### src/rtl/cfgbank_pkg.sv
package cfgbank_pkg;

    localparam int BYTE_W   = 8;
    localparam int NUM_CFG  = 8;
    localparam int IDX_W    = $clog2(NUM_CFG);

    localparam logic [BYTE_W-1:0] IDX_CMD  = 8'h08;
    localparam logic [BYTE_W-1:0] IDX_VER  = 8'h10;
    localparam logic [BYTE_W-1:0] IDX_REV  = 8'h11;
    localparam logic [BYTE_W-1:0] IDX_STAT = 8'h12;

    localparam logic [3:0] PLL_KEY = 4'h5;
    localparam logic [3:0] DPA_KEY = 4'hA;

    typedef logic [BYTE_W-1:0] byte_t;

    typedef enum logic [2:0] {
        ST_IDLE,
        ST_RX,
        ST_ACK,
        ST_TX,
        ST_TXACK
    } xfer_state_e;

    typedef enum logic [1:0] {
        PH_ADDR,
        PH_INDEX,
        PH_DATA,
        PH_READ
    } xfer_phase_e;

    typedef struct packed {
        logic start;
        logic stop;
        logic scl_rise;
        logic scl_fall;
        logic sda;
    } bus_evt_t;

    typedef struct packed {
        logic  en;
        byte_t idx;
        byte_t data;
    } wr_req_t;

    function automatic byte_t cfg_reset(int unsigned i);
        case (i)
            0:       return 8'h41;
            1:       return 8'h00;
            2:       return 8'hFF;
            3:       return 8'h0F;
            4:       return 8'h80;
            5:       return 8'h03;
            6:       return 8'h1F;
            7:       return 8'h80;
            default: return 8'h00;
        endcase
    endfunction

    function automatic byte_t cfg_wmask(int unsigned i);
        return (i == 3) ? 8'h0F : 8'hFF;
    endfunction

    function automatic logic in_pll_group(int unsigned i);
        return (i >= 1) && (i <= 3);
    endfunction

    function automatic logic in_dpa_group(int unsigned i);
        return (i == 5);
    endfunction

endpackage

### src/rtl/i2c_line_sync.sv
module i2c_line_sync
    import cfgbank_pkg::*;
#(
    parameter int STAGES = 2
) (
    input  logic     clk,
    input  logic     rst,
    input  logic     scl_in,
    input  logic     sda_in,
    output bus_evt_t evt
);

    logic [STAGES-1:0] scl_pipe;
    logic [STAGES-1:0] sda_pipe;
    logic              scl_q;
    logic              sda_q;
    logic              scl_s;
    logic              sda_s;

    always_ff @(posedge clk) begin
        if (rst) begin
            scl_pipe <= '1;
            sda_pipe <= '1;
            scl_q    <= 1'b1;
            sda_q    <= 1'b1;
        end else begin
            scl_pipe <= {scl_pipe[STAGES-2:0], scl_in};
            sda_pipe <= {sda_pipe[STAGES-2:0], sda_in};
            scl_q    <= scl_pipe[STAGES-1];
            sda_q    <= sda_pipe[STAGES-1];
        end
    end

    assign scl_s = scl_pipe[STAGES-1];
    assign sda_s = sda_pipe[STAGES-1];

    always_comb begin
        evt.scl_rise = scl_s & ~scl_q;
        evt.scl_fall = ~scl_s & scl_q;
        evt.start    = scl_s & scl_q & sda_q & ~sda_s;
        evt.stop     = scl_s & scl_q & ~sda_q & sda_s;
        evt.sda      = sda_s;
    end

endmodule

### src/rtl/i2c_target_fsm.sv
module i2c_target_fsm
    import cfgbank_pkg::*;
#(
    parameter logic [5:0] DEV_ADDR_HI = 6'b010011
) (
    input  logic     clk,
    input  logic     rst,
    input  bus_evt_t evt,
    input  logic     addr_sel,
    input  byte_t    rd_data,
    output byte_t    rd_idx,
    output wr_req_t  wr,
    output logic     sda_oe
);

    xfer_state_e state;
    xfer_phase_e phase;
    byte_t       shreg;
    byte_t       idx;
    logic [3:0]  cnt;
    logic        rw;
    logic        acked;

    assign rd_idx = idx;

    always_ff @(posedge clk) begin
        if (rst) begin
            state <= ST_IDLE;
            phase <= PH_ADDR;
            shreg <= '0;
            idx   <= '0;
            cnt   <= '0;
            rw    <= 1'b0;
            acked <= 1'b0;
            wr    <= '0;
        end else begin
            wr.en <= 1'b0;
            if (evt.start) begin
                state <= ST_RX;
                phase <= PH_ADDR;
                cnt   <= '0;
            end else if (evt.stop) begin
                state <= ST_IDLE;
            end else begin
                case (state)
                    ST_RX: begin
                        if (evt.scl_rise) begin
                            shreg <= {shreg[BYTE_W-2:0], evt.sda};
                            cnt   <= cnt + 4'd1;
                        end else if (evt.scl_fall && cnt == 4'd8) begin
                            cnt <= '0;
                            case (phase)
                                PH_ADDR: begin
                                    if (shreg[7:1] == {DEV_ADDR_HI, addr_sel}) begin
                                        rw    <= shreg[0];
                                        state <= ST_ACK;
                                    end else begin
                                        state <= ST_IDLE;
                                    end
                                end
                                PH_INDEX: begin
                                    idx   <= shreg;
                                    state <= ST_ACK;
                                end
                                default: begin
                                    wr.en   <= 1'b1;
                                    wr.idx  <= idx;
                                    wr.data <= shreg;
                                    idx     <= idx + 8'd1;
                                    state   <= ST_ACK;
                                end
                            endcase
                        end
                    end
                    ST_ACK: begin
                        if (evt.scl_fall) begin
                            cnt <= '0;
                            case (phase)
                                PH_ADDR: begin
                                    if (rw) begin
                                        shreg <= rd_data;
                                        idx   <= idx + 8'd1;
                                        phase <= PH_READ;
                                        state <= ST_TX;
                                    end else begin
                                        phase <= PH_INDEX;
                                        state <= ST_RX;
                                    end
                                end
                                PH_INDEX: begin
                                    phase <= PH_DATA;
                                    state <= ST_RX;
                                end
                                default: state <= ST_RX;
                            endcase
                        end
                    end
                    ST_TX: begin
                        if (evt.scl_rise) begin
                            cnt <= cnt + 4'd1;
                        end else if (evt.scl_fall) begin
                            if (cnt == 4'd8) begin
                                cnt   <= '0;
                                state <= ST_TXACK;
                            end else begin
                                shreg <= {shreg[BYTE_W-2:0], 1'b0};
                            end
                        end
                    end
                    ST_TXACK: begin
                        if (evt.scl_rise) begin
                            acked <= ~evt.sda;
                        end else if (evt.scl_fall) begin
                            if (acked) begin
                                shreg <= rd_data;
                                idx   <= idx + 8'd1;
                                state <= ST_TX;
                            end else begin
                                state <= ST_IDLE;
                            end
                        end
                    end
                    default: ;
                endcase
            end
        end
    end

    assign sda_oe = (state == ST_ACK) || ((state == ST_TX) && !shreg[BYTE_W-1]);

endmodule

### src/rtl/cfg_regfile.sv
module cfg_regfile
    import cfgbank_pkg::*;
#(
    parameter byte_t VERSION     = 8'h18,
    parameter byte_t REVISION    = 8'h01,
    parameter int    SYNC_STAGES = 2
) (
    input  logic                          clk,
    input  logic                          rst,
    input  wr_req_t                       wr,
    input  byte_t                         rd_idx,
    input  logic                          pll_lock,
    input  logic                          dpa_lock,
    output byte_t                         rd_data,
    output logic [NUM_CFG-1:0][BYTE_W-1:0] work_q,
    output logic                          pll_commit,
    output logic                          dpa_commit
);

    logic [NUM_CFG-1:0][BYTE_W-1:0] stage_q;
    logic [SYNC_STAGES-1:0]         pll_p;
    logic [SYNC_STAGES-1:0]         dpa_p;
    logic                           cmd_wr;

    assign cmd_wr     = wr.en && (wr.idx == IDX_CMD);
    assign pll_commit = cmd_wr && (wr.data[7:4] == PLL_KEY);
    assign dpa_commit = cmd_wr && (wr.data[3:0] == DPA_KEY);

    for (genvar g = 0; g < NUM_CFG; g++) begin : g_cfg
        byte_t st;
        always_ff @(posedge clk) begin
            if (rst)
                st <= cfg_reset(g);
            else if (wr.en && wr.idx == byte_t'(g))
                st <= wr.data & cfg_wmask(g);
        end
        assign stage_q[g] = st;

        if (in_pll_group(g) || in_dpa_group(g)) begin : g_staged
            byte_t wk;
            logic  commit;
            assign commit = in_pll_group(g) ? pll_commit : dpa_commit;
            always_ff @(posedge clk) begin
                if (rst)
                    wk <= cfg_reset(g);
                else if (commit)
                    wk <= st;
            end
            assign work_q[g] = wk;
        end else begin : g_live
            assign work_q[g] = st;
        end
    end

    always_ff @(posedge clk) begin
        if (rst) begin
            pll_p <= '0;
            dpa_p <= '0;
        end else begin
            pll_p <= {pll_p[SYNC_STAGES-2:0], pll_lock};
            dpa_p <= {dpa_p[SYNC_STAGES-2:0], dpa_lock};
        end
    end

    always_comb begin
        rd_data = '0;
        if (rd_idx < byte_t'(NUM_CFG)) begin
            rd_data = stage_q[rd_idx[IDX_W-1:0]];
        end else begin
            case (rd_idx)
                IDX_VER:  rd_data = VERSION;
                IDX_REV:  rd_data = REVISION;
                IDX_STAT: rd_data = {6'b0, pll_p[SYNC_STAGES-1], dpa_p[SYNC_STAGES-1]};
                default:  rd_data = '0;
            endcase
        end
    end

endmodule

### src/rtl/clksyn_cfg_bank.sv
module clksyn_cfg_bank
    import cfgbank_pkg::*;
#(
    parameter logic [5:0] DEV_ADDR_HI = 6'b010011,
    parameter byte_t      VERSION     = 8'h18,
    parameter byte_t      REVISION    = 8'h01,
    parameter int         SYNC_STAGES = 2
) (
    input  logic       clk,
    input  logic       rst,
    input  logic       scl_in,
    input  logic       sda_in,
    output logic       sda_oe,
    input  logic       addr_sel,
    input  logic       pll_lock,
    input  logic       dpa_lock,
    output logic [7:0] cfg_input,
    output logic [7:0] cfg_loop,
    output logic [7:0] cfg_fbdiv_lo,
    output logic [3:0] cfg_fbdiv_hi,
    output logic [7:0] cfg_phase,
    output logic [7:0] cfg_dpa,
    output logic [7:0] cfg_outen,
    output logic [7:0] cfg_osc
);

    bus_evt_t                       evt;
    wr_req_t                        wr_req;
    byte_t                          rd_idx;
    byte_t                          rd_data;
    logic [NUM_CFG-1:0][BYTE_W-1:0] work_q;
    logic                           pll_commit;
    logic                           dpa_commit;
    logic                           wr_en_w;
    logic [3:0]                     fb_hi_spare;

    i2c_line_sync #(.STAGES(SYNC_STAGES)) u_sync (
        .clk    (clk),
        .rst    (rst),
        .scl_in (scl_in),
        .sda_in (sda_in),
        .evt    (evt)
    );

    i2c_target_fsm #(.DEV_ADDR_HI(DEV_ADDR_HI)) u_fsm (
        .clk      (clk),
        .rst      (rst),
        .evt      (evt),
        .addr_sel (addr_sel),
        .rd_data  (rd_data),
        .rd_idx   (rd_idx),
        .wr       (wr_req),
        .sda_oe   (sda_oe)
    );

    cfg_regfile #(
        .VERSION     (VERSION),
        .REVISION    (REVISION),
        .SYNC_STAGES (SYNC_STAGES)
    ) u_regs (
        .clk        (clk),
        .rst        (rst),
        .wr         (wr_req),
        .rd_idx     (rd_idx),
        .pll_lock   (pll_lock),
        .dpa_lock   (dpa_lock),
        .rd_data    (rd_data),
        .work_q     (work_q),
        .pll_commit (pll_commit),
        .dpa_commit (dpa_commit)
    );

    assign wr_en_w      = wr_req.en;
    assign cfg_input    = work_q[0];
    assign cfg_loop     = work_q[1];
    assign cfg_fbdiv_lo = work_q[2];
    assign {fb_hi_spare, cfg_fbdiv_hi} = work_q[3];
    assign cfg_phase    = work_q[4];
    assign cfg_dpa      = work_q[5];
    assign cfg_outen    = work_q[6];
    assign cfg_osc      = work_q[7];

endmodule

### config.mk
export PLATFORM = sky130hd
export DESIGN_NAME = clksyn_cfg_bank
export DESIGN_NICKNAME = d
export VERILOG_FILES = /design/src/rtl/cfgbank_pkg.sv /design/src/rtl/i2c_line_sync.sv /design/src/rtl/i2c_target_fsm.sv /design/src/rtl/cfg_regfile.sv /design/src/rtl/clksyn_cfg_bank.sv
export SDC_FILE = /design/constraint.sdc
export NUM_CORES = 1
export LEC_CHECK = 0
export ABC_AREA = 1
export ABC_CLOCK_PERIOD_IN_PS = 1840
export BUFFER_PORTS_ARGS = -buffer_cell sky130_fd_sc_hd__buf_2
export CAP_MARGIN = 20
export CORE_MARGIN = 2
export CORE_UTILIZATION = 59
export CTS_CLUSTER_DIAMETER = 60
export CTS_CLUSTER_SIZE = 14
export DETAILED_ROUTE_END_ITERATION = 10
export GPL_TIMING_DRIVEN = 0
export PLACE_DENSITY = 0.79
export RECOVER_POWER = 100
export SLEW_MARGIN = 20
export SYNTH_ARGS = -nofsm -noshare
export SYNTH_HDL_FRONTEND = slang
export SYNTH_HIERARCHICAL = 1
export SYNTH_SLANG_ARGS = --single-unit
export TNS_END_PERCENT = 5
### constraint.sdc
create_clock -name clk -period 1.84 [get_ports clk]
set_input_delay 0.092 -clock clk [delete_from_list [all_inputs] [get_ports clk]]
set_output_delay 0.092 -clock clk [all_outputs]
set_load 0.01 [all_outputs]
---- Word-level counts from Yosys, hierarchy flattened ----
Index checks and enable logic that the tools add are counted.
storage, ports and cells
  bits in registers ....................... 142
  output and inout port bits .............. 61
  logic and storage cells ................. 181
operators by class
  $add $sub $neg .......................... 2
  order comparisons ....................... 2
  eq/ne operators ......................... 45
  multiplexer cells ....................... 51
  bitwise gates (word level) .............. 17
  reductions and logical operators ........ 35
operator list
  kind                number
  $mux 8              20
  $eq 8x3->1 const B  4
  $pmux 8 s4          1
  $bmux 8 s3          1
  $eq 8x5->1 const B  3
  $mux 3              8
  $mux 4              6
  $pmux 8 s3          1
  $ne 4x3->1 const B  5
  $reduce_and 9->1    2
  $mux 17             1
  $eq 8x2->1 const B  2
  $pmux 8 s2          1
  $pmux 5 s3          1
  $ne 2x1->1 const B  7
  $ne 2x2->1 const B  7
  $logic_and 1x1->1   13
  $reduce_and 13->1   1
  $mux 2              6
  $ne 4x4->1 const B  3
  $pmux 3 s4          1
  $pmux 4 s3          1
  $reduce_and 12->1   1
  $reduce_and 6->1    2
  31 further kinds    54

---- Longest topological paths before layout ----
Gate-level depths: netlist of run 1.
  word-level depth ........................ 8
  depth in mapped cells ................... 13
  mapped depth without buffers ............ 13

---- Hierarchy ----
The synthesis of run 1 kept the hierarchy.
by module, submodules not included
  module          instances  cells each  area each (µm²)  sequential area each (µm²)
  cfg_regfile     1          677         4490.6           1841.8
  i2c_target_fsm  1          348         2422.3           880.8
  i2c_line_sync   1          25          205.2            120.1

---- Worst setup path before layout of run 1 ----
Ideal clock, no wire load.
  kind .................................... register to register
  start ................................... reg u_sync.scl_q
  end ..................................... reg u_fsm/wr[12] (netlist name)
  arrival time ............................ 1.461 ns
  data required time ...................... 1.721 ns
  slack ................................... 0.259 ns
  cell stages (with the launch flop) ...... 9
  cell sequence ........................... dfxtp_1 -> inv_1 -> nor2_1 -> nand4_1 -> nor3_1 -> and2_1 -> buf_4 -> buf_4 -> a21oi_1
RTL lines
  what                    line                 text
  start, declared         i2c_line_sync.sv:15  logic scl_q;
  start signal, assigned  i2c_line_sync.sv:29  scl_q <= scl_pipe[STAGES-1];

==> results.toml, run 1 <==
[timing]
hold_viol = 0
worst_pin_slew_ns = 0.589
fin_skew_ns = 0.00651
postLayoutSetupSlackWorst_ns = 0.0911
final_max_slew_viol_count = 0
slew_headroom = 0.607
rsz0062_at_grt = "yes"
fin_crit_sh = 0.951
fmax_mhz = 572
setup_viol = 0
period_needed_ns = 1.75

[worst_setup_path]
cp_top_family = "simple AND/OR/NAND/NOR gates"
crit_top_cell = "buf_4"
critPathKind = "register to register"
crit_cells = 8
setup.worst_path.end_class = "register"
r2r_start = "u_sync/scl_q$_SDFF_PP1_"
r2r_cells = 8
cp-startpoint = "u_sync/scl_q$_SDFF_PP1_"
crit_buf_inv = 3
cp_max_fo = 10
path_cells = "inv_1 -> nor2_4 -> nand4_1 -> nor3_2 -> and2_1 -> buf_4 -> buf_4 -> a21oi_1"
cp_slowest_cell = "dfxtp_2"
critPathArrivalTime_ns = 2.05
slowest_delay_ns = 0.36
critPathLaunchType = "register"
required_ns = 2.15
ff2ff_setup_slack_ns = 0.09

[pwr]
leakage_nw = 3.70
ir_worst_vdd_uv = 913
power_mw = 10.9
power.density_nw_per_um2 = 1310

[routing]
first_iter_violations = 904
drtPass1Iterations = 6
wl_per_cell_um = 16.2
wirelength_um = 20900
via_per_inst = 5.71
drc = 0
ant_nets = 0
vias = 7377

[global_routing]
grt_pass1_vias = 6608
antenna_found_initial = 0
gr-total-overflow = 0
grtUsageTotal = 0.330
grt_max_degree = 17
grt_pass1_wl_um = 33400

[cells_and_area]
final_cells = 1291
num_antenna_cells = 0
fin_area_um2 = 8310
final_layout_size_suffix_gt1_frac = 0.129
area_growth_pct = 17.6
fin_nets = 1145
post-route-util = 0.719

[worst_hold_path]
whs_path_depth = 3
worst_hold_path_type = "input pin to register"
min_from = "rst"

[clocking]
clock_latency_ns = 0.42
root_buffer = "clkbuf_16"
cts.sinks = 142
numCtsBuffers = 17
cts_tree = "done"
htreeDepth = 4
path_clk_slew_ns = 0.06
max-clock-path-buffers = 2

[logic_synthesis]
yosysWarningCount = 6
syn-cell-area_um2 = 7070
synth_nets = 1052
syn_inst = 1042
synth.avg_cell_area_um2 = 6.78

[die]
die-area_um2 = 12900
die_w_um = 113
num_rows = 39
core_area_um2 = 11600
die_y_um = 113
io_pins = 68
start_util = 0.611

[placement]
place_ws_ns = -0.0774
dp.cells = 1252
place.gp.congestion = 0.984
dp_hpwl_um = 15000
place_area_um2 = 7580
portBuffers = 67

[run]
cap_violations = 0

[run_status]
status = "finished, final reports clean"
## worst paths after layout
path / endpoint
min: u_sync/scl_q$_SDFF_PP1_
max: u_fsm/wr[13]$_SDFFE_PP0P_
max reg2reg: u_fsm/wr[13]$_SDFFE_PP0P_
min reg2reg: u_regs/pll_p[1]$_SDFF_PP0_
## state kept, by name, indices dropped and copies added (netlist names)
register                  flops
u_regs/g_cfg.st              60
u_regs/g_cfg.g_staged.wk     28
u_fsm/wr                     17
u_fsm/rd_idx                  8
u_fsm/shreg                   8
u_fsm/cnt                     4
u_fsm/state                   3
u_fsm/phase                   2
u_regs/dpa_p                  2
u_regs/pll_p                  2
u_sync/scl_pipe               2
u_sync/sda_pipe               2
u_fsm/acked                   1
u_fsm/rw                      1
u_sync/scl_q                  1
u_sync/sda_q                  1
## metrics by stage
step                      hold slack, ns  TNS, ns
after floorplan                    0.189        0
after global placement             0.270   -0.170
after detailed placement           0.283   -0.912
after CTS                        0.00906        0
after global routing               0.172   -0.133
final                              0.134        0
## layer usage
| metal | vias to the layer above | track usage | routed length [µm] |
|---|---|---|---|
| met5 | - | 0 | 0 |
| met4 | 0 | 0.129 | 585 |
| met3 | 48 | 0.0978 | 2240 |
| met2 | 405 | 0.492 | 9030 |
| met1 | 3372 | 0.453 | 9060 |
| li1 | 3552 | - | - |
## cells in the final DEF, fill, tap and decap left out, drive strengths merged, types with 2 or more instances in the layout
cell / instances
nand2: 272
dfxtp: 142
nor2: 132
nand3: 121
inv: 118
clkbuf: 100
a21oi: 71
o21ai: 60
buf: 46
nand4: 36
bufinv: 6
xor2: 5
nand3b: 5
or2: 5
dlygate4sd3: 4
clkinv: 4
clkinvlp: 3
o21a: 3
ha: 3
a31oi: 3
nor3: 2
## tightest hold or removal path, cell delays in order
cell,delay [ns]
clkbuf_1,0.23
inv_1,0.14
nand2_1,0.05
## area by class of cell
| type | instances | area, µm² |
|---|---|---|
| Buffer | 55 | 308 |
| Clock buffer | 21 | 460 |
| Clock inverter | 11 | 211 |
| Fill cell | 1045 | 3250 |
| Inverter | 120 | 458 |
| Multi-Input combinational cell | 725 | 3520 |
| Sequential cell | 142 | 2850 |
| Tap cell | 143 | 179 |
| Timing Repair Buffer | 74 | 322 |
## what timing repair did
item                                    4_1_cts  5_1_grt
resized for setup                             8       17
hold endpoints to repair                      4        0
pin swaps                                     0        2
hold buffers                                  4        0
setup buffers                                 0        3
endpoints found under the setup margin       23       36
## power breakdown
group | internal, mW | leakage [nW] | switching (mW)
Sequential | 3.29 | 1.15 | 0.272
Combinational | 1.14 | 2.22 | 2.35
Clock | 2.61 | 0.327 | 1.27
Power figures use the tool's default switching activity.
==> run 2: changes to the inputs <==
--- a/config.mk
+++ b/config.mk
@@ -5,17 +5,16 @@
 export SDC_FILE = /design/constraint.sdc
 export NUM_CORES = 1
 export LEC_CHECK = 0
-export ABC_AREA = 1
 export ABC_CLOCK_PERIOD_IN_PS = 1840
 export BUFFER_PORTS_ARGS = -buffer_cell sky130_fd_sc_hd__buf_2
 export CAP_MARGIN = 20
 export CORE_MARGIN = 2
-export CORE_UTILIZATION = 59
+export CORE_UTILIZATION = 60
 export CTS_CLUSTER_DIAMETER = 60
 export CTS_CLUSTER_SIZE = 14
 export DETAILED_ROUTE_END_ITERATION = 10
 export GPL_TIMING_DRIVEN = 0
-export PLACE_DENSITY = 0.79
+export PLACE_DENSITY = 0.81
 export RECOVER_POWER = 100
 export SLEW_MARGIN = 20
 export SYNTH_ARGS = -nofsm -noshare
==> run 2 against run 1 <==
Net effect:
- the flow now finishes with violations (setup timing)
- area after synthesis rose by 0.19%
- die area fell by 1.4%
- non-clock buffer count up 43
- routed wire length grew 11%
- flip-flop and latch count did not move
- clock-buffer cell count did not move
- global-route usage is 3.2 points higher
- register-to-register slack got worse by 0.22 ns
- largest power group unchanged
- highest routed layer unchanged
==> results.toml, run 2 <==
[worst_setup_path]
cp_max_fo = 5
required_ns = 2.13
critPathKind = "register to register"
crit_buf_inv = 1
slowest_delay_ns = 0.49
cp_slowest_cell = "mux4_2"
cp_top_family = "multiplexers"
setup.worst_path.end_class = "register"
critPathLaunchType = "register"
path_cells = "buf_12 -> mux4_2 -> nand4b_1 -> o21ai_2 -> nor2b_4 -> a221oi_2 -> a21oi_1 -> nand3_1 -> a21oi_2"
critPathArrivalTime_ns = 2.26

[timing]
period_needed_ns = 1.97
fin_crit_sh = 1.07
worst_pin_slew_ns = 0.706
fmax_mhz = 507
slew_headroom = 0.529
setup_viol = 22
final_max_slew_viol_count = 0
rsz0062_at_grt = "yes"
fin_skew_ns = 0.00588
hold_viol = 0
setup-tns-final_ns = -0.736
postLayoutSetupSlackWorst_ns = -0.134

[placement]
dp_hpwl_um = 16100
place_area_um2 = 7610
place.gp.congestion = 0.974
portBuffers = 67

[run]
cap_violations = 0

[die]
core_area_um2 = 11500
io_pins = 68
die-area_um2 = 12700
die_w_um = 113
num_rows = 39
die_y_um = 113
start_util = 0.618

[global_routing]
grt_pass1_wl_um = 35900
gr-total-overflow = 0
groute.layer.met3.usage = 0.0913
top_usage_layer = "met2"
grt_max_degree = 17
grtUsageTotal = 0.362
met1_usage = 0.455
antenna_found_initial = 0
grt_pass1_vias = 6835
grt_util_met2 = 0.584

[routing]
first_iter_violations = 998
drtPass1Iterations = 6
vias = 7079
drc = 0
wl_per_cell_um = 22.0
wirelength_um = 23300
ant_nets = 0
via_per_inst = 6.68

[run_status]
violations = "setup timing"
status = "finished with violations"

[clocking]
root_buffer = "clkbuf_16"
max-clock-path-buffers = 2
cts.sinks = 142
numCtsBuffers = 17
clock_latency_ns = 0.42
htreeDepth = 4
path_clk_slew_ns = 0.06
cts_tree = "done"

[pwr]
switching_power_mw = 1.43
p_seq_frac = 0.478
leakage_nw = 2.89
pwr-share-comb = 0.029
power.density_nw_per_um2 = 752
p_int_mw = 5.04
swShare = 0.221
power.share.clock = 0.494
ir_worst_vdd_uv = 875
power_mw = 6.47

[cells_and_area]
layout_common_cells = "dfxtp_1 (132), clkbuf_1 (99), a21oi_1 (75), nand2_1 (53), nor2_1 (45)"
area_growth_pct = 21.4
largest_reg_flops = 60
num_antenna_cells = 0
largest_registers = "u_regs/g_cfg.st: 60 flops, u_regs/g_cfg.g_staged.wk: 28 flops, u_fsm/wr: 17 flops"
mostFrequentLayoutCell = "dfxtp_1"
fin_area_um2 = 8600
final_layout_size_suffix_gt1_frac = 0.197
top_register = "u_regs/g_cfg.st"
fin_nets = 914
fillCellCount = 886

[logic_synthesis]
synth.avg_cell_area_um2 = 8.88
syn_inst = 798
synth_nets = 808
yosysWarningCount = 6
syn-cell-area_um2 = 7080

[worst_hold_path]
worst_hold_path_type = "input pin to register"
run 2: power groups by stage:
stage	Combinational (mW)	Clock (mW)	Sequential (mW)
5_1_grt	0.197	3.33	3.09
4_1_cts	0.176	3.20	3.09
3_5_place_dp	0.159	0	3.16
2_1_floorplan	0.112	0	3.16
3_3_place_gp	0.155	0	3.16
6_report	0.187	3.19	3.09
run 2: path summary, 6_finish.rpt:
check	from	depth (start not counted)	end	slack, ns
worst max-delay path	u_fsm/rd_idx[0]$_SDFFE_PP0P_	9	u_fsm/shreg[0]$_SDFFE_PP0P_	-0.13
worst min-delay path	rst	2	u_sync/scl_q$_SDFF_PP1_	0.09
worst max register to register	u_fsm/rd_idx[0]$_SDFFE_PP0P_	9	u_fsm/shreg[0]$_SDFFE_PP0P_	-0.13
worst min register to register	u_sync/scl_pipe[0]$_SDFF_PP1_	1	u_sync/scl_pipe[1]$_SDFF_PP1_	0.41
run 2: per-stage QoR:
| step | utilization | std cells | hold WS (ns) | setup WS (ns) |
|---|---|---|---|---|
| 2_1_floorplan | - | 798 | 0.189 | -0.134 |
| 3_3_place_gp | 0.664 | 1008 | 0.271 | -0.549 |
| 3_5_place_dp | 0.664 | 1008 | 0.275 | -0.613 |
| 4_1_cts | 0.735 | 1053 | 0.0822 | -0.175 |
| 5_1_grt | 0.750 | 1059 | 0.114 | -0.155 |
| 6_report | 0.750 | 1059 | 0.0924 | -0.134 |
run 2: metal layers:
metal | part of all wire | up-vias
met4 | 0.044 | 0
li1 | - | 3175
met3 | 0.094 | 95
met2 | 0.47 | 441
met1 | 0.39 | 3368
met5 | 0 | -
run 2: repair_timing:
| item | CTS | global route |
|---|---|---|
| resized for setup | 50 | 85 |
| hold buffers | 4 | 0 |
| endpoints found under the setup margin | 114 | 125 |
| gates cloned | 1 | 0 |
| pin swaps | 8 | 15 |
| hold endpoints to repair | 4 | 0 |
| buffers inserted | 10 | 8 |
run 2: final cells by class:
cell class	count	area, µm²	area share
Clock inverter	10	91.3	0.0106
Clock buffer	21	450	0.0524
Buffer	82	473	0.0550
Tap cell	143	179	0.0208
Sequential cell	142	2870	0.333
Multi-Input combinational cell	562	4070	0.473
Inverter	9	33.8	0.00393
Timing Repair Buffer	90	442	0.0514
